## src/rtl/i2c_disable_seq_pkg.sv

```systemverilog
package i2c_disable_seq_pkg;

  // Status word bit positions (software decodes these)
  localparam int unsigned EnBit   = 0;
  localparam int unsigned BusyBit = 1;
  localparam int unsigned LostBit = 2;

  typedef enum logic [1:0] {
    ST_OFF   = 2'd0,
    ST_RUN   = 2'd1,
    ST_DRAIN = 2'd2
  } seqState_e;

  // Strobes from control to datapath
  typedef struct packed {
    logic enableRise;   // core goes from off to running
    logic startDrain;   // disable request accepted this cycle
    logic draining;     // currently in drain phase
    logic finishDrain;  // drain completes this cycle, core turns off
    logic cancelDrain;  // software re-enabled during drain
  } seqStrobes_t;

endpackage

```

## src/rtl/i2c_disable_ctl.sv

```systemverilog
module i2c_disable_ctl
  import i2c_disable_seq_pkg::*;
(
  input  logic        clk,
  input  logic        rstN,
  input  logic        swEnable,
  input  logic        byteDone,
  input  logic        stopSeen,
  input  logic        busIdle,
  input  logic        busyNow,
  output seqStrobes_t strobes,
  output logic        coreEnable,
  output logic        forceNack
);

  seqState_e state, stateNext;
  logic      drainDone;

  assign forceNack = (state == ST_DRAIN) && busyNow;
  assign drainDone = stopSeen || busIdle || (byteDone && forceNack);

  always_comb begin
    stateNext = state;
    strobes   = '0;
    unique case (state)
      ST_OFF: begin
        if (swEnable) begin
          stateNext          = ST_RUN;
          strobes.enableRise = 1'b1;
        end
      end
      ST_RUN: begin
        if (!swEnable) begin
          stateNext          = ST_DRAIN;
          strobes.startDrain = 1'b1;
        end
      end
      ST_DRAIN: begin
        strobes.draining = 1'b1;
        if (swEnable) begin
          stateNext           = ST_RUN;
          strobes.cancelDrain = 1'b1;
        end else if (drainDone) begin
          stateNext           = ST_OFF;
          strobes.finishDrain = 1'b1;
        end
      end
      default: stateNext = ST_OFF;
    endcase
  end

  always_ff @(posedge clk or negedge rstN) begin
    if (!rstN) state <= ST_OFF;
    else       state <= stateNext;
  end

  assign coreEnable = (state != ST_OFF);

endmodule

```

## src/rtl/i2c_disable_dp.sv

```systemverilog
module i2c_disable_dp
  import i2c_disable_seq_pkg::*;
#(
  parameter int unsigned STATUS_W = 32
) (
  input  logic                clk,
  input  logic                rstN,
  input  seqStrobes_t         strobes,
  input  logic                coreEnable,
  input  logic                slvAddrPhase,
  input  logic                slvTxAddr,
  input  logic                slvRxData,
  output logic                busyNow,
  output logic [STATUS_W-1:0] statusWord
);

  localparam int unsigned FlagCount = 2;
  localparam int unsigned ResvLo    = LostBit + 1;

  logic slvActive;
  logic busyAcc, lostAcc;
  logic [FlagCount-1:0] flagReg;   // [1] lost, [0] busy

  assign slvActive = slvAddrPhase || slvTxAddr || slvRxData;
  assign busyNow   = busyAcc || slvActive;

  // Accumulate slave involvement over the drain window
  always_ff @(posedge clk or negedge rstN) begin
    if (!rstN) begin
      busyAcc <= 1'b0;
      lostAcc <= 1'b0;
    end else if (strobes.cancelDrain || strobes.finishDrain || strobes.enableRise) begin
      busyAcc <= 1'b0;
      lostAcc <= 1'b0;
    end else if (strobes.startDrain) begin
      busyAcc <= slvActive;
      lostAcc <= slvRxData;
    end else if (strobes.draining) begin
      busyAcc <= busyAcc || slvActive;
      lostAcc <= lostAcc || slvRxData;
    end
  end

  // Latch flags when core turns off; clear on re-enable
  always_ff @(posedge clk or negedge rstN) begin
    if (!rstN) begin
      flagReg <= '0;
    end else if (strobes.enableRise) begin
      flagReg <= '0;
    end else if (strobes.finishDrain) begin
      flagReg[0] <= busyAcc || slvActive;
      flagReg[1] <= lostAcc || slvRxData;
    end
  end

  generate
    for (genvar b = 0; b < STATUS_W; b++) begin : g_status
      if (b == EnBit) begin : g_en
        assign statusWord[b] = coreEnable;
      end else if (b == BusyBit) begin : g_busy
        assign statusWord[b] = flagReg[0];
      end else if (b == LostBit) begin : g_lost
        assign statusWord[b] = flagReg[1];
      end else begin : g_resv
        assign statusWord[b] = (b >= ResvLo) ? 1'b0 : 1'b0;
      end
    end
  endgenerate

endmodule

```

## src/rtl/i2c_disable_seq.sv

```systemverilog
module i2c_disable_seq
  import i2c_disable_seq_pkg::*;
#(
  parameter int unsigned STATUS_W = 32
) (
  input  logic                clk,
  input  logic                rstN,
  input  logic                swEnable,
  input  logic                slvAddrPhase,
  input  logic                slvTxAddr,
  input  logic                slvRxData,
  input  logic                byteDone,
  input  logic                stopSeen,
  input  logic                busIdle,
  output logic                coreEnable,
  output logic                forceNack,
  output logic [STATUS_W-1:0] statusWord
);

  seqStrobes_t strobes;
  logic        busyNow;

  i2c_disable_ctl u_ctl (
    .clk        (clk),
    .rstN       (rstN),
    .swEnable   (swEnable),
    .byteDone   (byteDone),
    .stopSeen   (stopSeen),
    .busIdle    (busIdle),
    .busyNow    (busyNow),
    .strobes    (strobes),
    .coreEnable (coreEnable),
    .forceNack  (forceNack)
  );

  i2c_disable_dp #(.STATUS_W(STATUS_W)) u_dp (
    .clk          (clk),
    .rstN         (rstN),
    .strobes      (strobes),
    .coreEnable   (coreEnable),
    .slvAddrPhase (slvAddrPhase),
    .slvTxAddr    (slvTxAddr),
    .slvRxData    (slvRxData),
    .busyNow      (busyNow),
    .statusWord   (statusWord)
  );

endmodule

```

## config.mk

```make
export PLATFORM = sky130hd
export DESIGN_NAME = i2c_disable_seq
export DESIGN_NICKNAME = d
export VERILOG_FILES = /design/src/rtl/i2c_disable_seq_pkg.sv /design/src/rtl/i2c_disable_ctl.sv /design/src/rtl/i2c_disable_dp.sv /design/src/rtl/i2c_disable_seq.sv
export SDC_FILE = /design/constraint.sdc
export NUM_CORES = 1
export LEC_CHECK = 0
export ABC_CLOCK_PERIOD_IN_PS = 2530
export BUFFER_PORTS_ARGS = -buffer_cell sky130_fd_sc_hd__buf_2
export CAP_MARGIN = 30
export CORE_MARGIN = 5
export CORE_UTILIZATION = 38
export DETAILED_ROUTE_END_ITERATION = 8
export PLACE_DENSITY = 0.78
export REMOVE_ABC_BUFFERS = 1
export SLEW_MARGIN = 40
export SYNTH_ARGS = -nofsm -noshare
export SYNTH_HDL_FRONTEND = slang
export SYNTH_HIERARCHICAL = 1
export SYNTH_SLANG_ARGS = --single-unit
export TNS_END_PERCENT = 5
```

## constraint.sdc

```tcl
create_clock -name clk -period 2.53 [get_ports clk]
set_clock_uncertainty 0.15 [all_clocks]
set_input_delay 0.506 -clock clk [delete_from_list [all_inputs] [get_ports clk]]
set_output_delay 0.506 -clock clk [all_outputs]
set_load 0.1 [all_outputs]
```

==> impl_metrics.ini <==
[logic_synthesis]
syn_area_sq_um = 549.3
synth_cells = 62
ys_seq_area_frac = 0.2733
yosys_warnings = 6
synth-seq-cells = 6
synthTopCellsByCount = buf_4, dfrtp_1, nor2_1
synth_cell_types = 18
synth_area_leader_cell = buf_4
synth.top_cell.area_share = 0.4100
synth-main-ff-cell = dfrtp_1
synthArstFlopShare = 1.000
synth_edf_count = 0
synth_most_common_cell = buf_4
syn_area_per_cell_sq_um = 8.859
synth.area.top_cells = buf_4, dfrtp_1, nor3b_2

[clock_tree]
clockBufferDepth = 2
clockRootBuffer = clkbuf_4
tritoncts = yes
clkSinkCount = 6
cts.reportedPaths.clkPinSlew_ns = 0.05
clk_latency_ns = 0.24
htree_levels = 1
cts-resized-gates = 0
cts_buffers = 3
post_cts_buffers = 0

[finish]
postLayoutCellArea_sq_um = 545.5
n_fill_cell = 138
drive_above_1_share = 0.2597
nets = 88
synthToLayoutAreaGrowth_pct = -0.6834
fin_util = 0.4090
antennaDiodeCount = 0

[placed_design]
gp_congestion = 0.7651
dp_hpwl_um = 805.6
placed_area_sq_um = 513.0
portBuffers = 13

[worst_setup_path]
cp.depth = 5
critical_path.most_common_cell = buf_2
cp_cell_sequence = buf_2, nor4_1, inv_1, and2_1, buf_2
crit_type = in -> out
ff2ff_path_depth = 6
worst-path-max-fanout = 4
slowest_delay_ns = 0.37
slowest_stage = nor4_1
critPathArrivalTime_ns = 1.54
crit_family = simple AND/OR/NAND/NOR gates
startpoint_type = input pin
crit_path_end_kind = output pin
path_buf_inv = 3
crit_required_ns = 1.87

[timing]
min_period_ns = 2.199
fin_crit_sh = 0.8690
rsz0062_at_grt = no
timing.fmax_mhz = 454.8
hold_violations = 0
report.final.slew_viol_count = 0
setup_viol_count_final = 0
finalSetupTns_ns = 0

[run_status]
outcome = finished, final reports clean

[global_route]
grt_antenna_before_repair = 0
grt_use_total = 0.08656
grt_start_max_net_pins = 7
grt_pass1_wl_mm = 1.352
grt_overflow = 0
grt_pass1_vias = 343

[drt]
drtAntennaViolNets = 0
wl_per_cell_um = 10.48
drt_wl_total_um = 964
vias_per_cell = 4.141
dr.pass1.iters = 4
drc = 0
drt_iter0_markers = 2
via_count = 381

[power_and_ir_drop]
p_per_area_mw_per_mm2 = 902.7
ir_drop_v = 0.0003084
finalPower_mw = 0.4924
power_leakage_nw = 0.2985

[die]
start_util = 0.4118
ios = 43
coreArea_sq_mm = 0.001334
rows = 13
die_area_sq_mm = 0.002306
dieWidth_um = 48.02
die_h_um = 48.02

[min_path]
hold_path.class = reg -> reg
min_path_cells = 1

[job]
maxCapViolCount = 0
worst register-to-register path, stage by stage, from the launching register on:
cell      delay [ns]
dfrtp_1         0.37
nor4_1          0.36
inv_1           0.11
a211oi_2        0.26
nor3b_2         0.11
or3_1           0.40
a21oi_1         0.13
state kept, by name, summed over array words and instances, names as in the netlist:
| signal | cells |
|---|---|
| u_dp/busyAcc | 1 |
| u_ctl/state | 2 |
| u_dp/lostAcc | 1 |
| u_dp/flagReg | 2 |
layout by cell type (no fill, tap or decap):
cell	count
conb_1	29
buf_2	13
dfrtp_1	6
nor2_1	4
clkbuf_4	3
a21oi_1	3
nor3b_2	2
and2_1	2
inv_1	2
nand2b_1	2
a211oi_1	2
dlygate4sd3_1	1
nor2b_4	1
a211oi_2	1
or2_1	1
a31o_1	1
nor4_1	1
o21ai_0	1
or3_1	1
o32ai_1	1
path summary, 6_finish.rpt:
check                                     from              to  slack (ns)
worst min register to register  u_ctl/state[1]  u_ctl/state[0]        0.38
worst max-delay path                 slvRxData       forceNack        0.33
max in group asynchronous                 rstN    u_dp/busyAcc        1.62
min in group asynchronous                 rstN  u_ctl/state[0]        0.46
worst min-delay path            u_ctl/state[1]  u_ctl/state[0]        0.38
worst max register to register    u_dp/busyAcc    u_dp/busyAcc        0.56
routing by layer:
layer,vias to the layer above,GRT usage,share of wire
li1,174,-,-
met1,170,0.1031,0.40
met2,35,0.1293,0.42
met3,2,0.04887,0.18
met4,0,0.03226,0.0041
met5,-,0,0
report_power, final:
group / leakage, nW / internal [mW] / switching, mW
Combinational: 0.207 / 0.0242 / 0.265
Sequential: 0.0777 / 0.107 / 0.00739
Clock: 0.0138 / 0.0537 / 0.0348
Total: 0.299 / 0.185 / 0.307
stage by stage:
step	setup slack [ns]	hold slack [ns]	instances
5_1_grt	0.2534	0.3925	92
3_3_place_gp	0.3447	0.1871	88
6_report	0.3314	0.3755	92
4_1_cts	0.3215	0.3787	92
2_1_floorplan	-0.1563	0.06041	60
3_5_place_dp	0.2993	0.1860	88
final cells by class:
class                      count  area [sq um]  share of cell area
multi-input combinational     52         271.5              0.4977
sequential                     6         150.1              0.2752
timing repair buffer          14         75.07              0.1376
clock buffer                   3         22.52             0.04128
tap                           15         18.77             0.03440
inverter                       2         7.507             0.01376
kinds of logic after synthesis:
group / share of synthesized area
simple gates: 0.1777
flops: 0.2733
compound gates: 0.1184
buf+inv: 0.4237
other cells: 0.006827
what timing repair did:
item                                    4_1_cts  5_1_grt
hold buffers                                  1        0
endpoints found under the hold margin         6        0
endpoints found under the setup margin        0        0
Note: power is estimated with default switching activity, not from simulation.
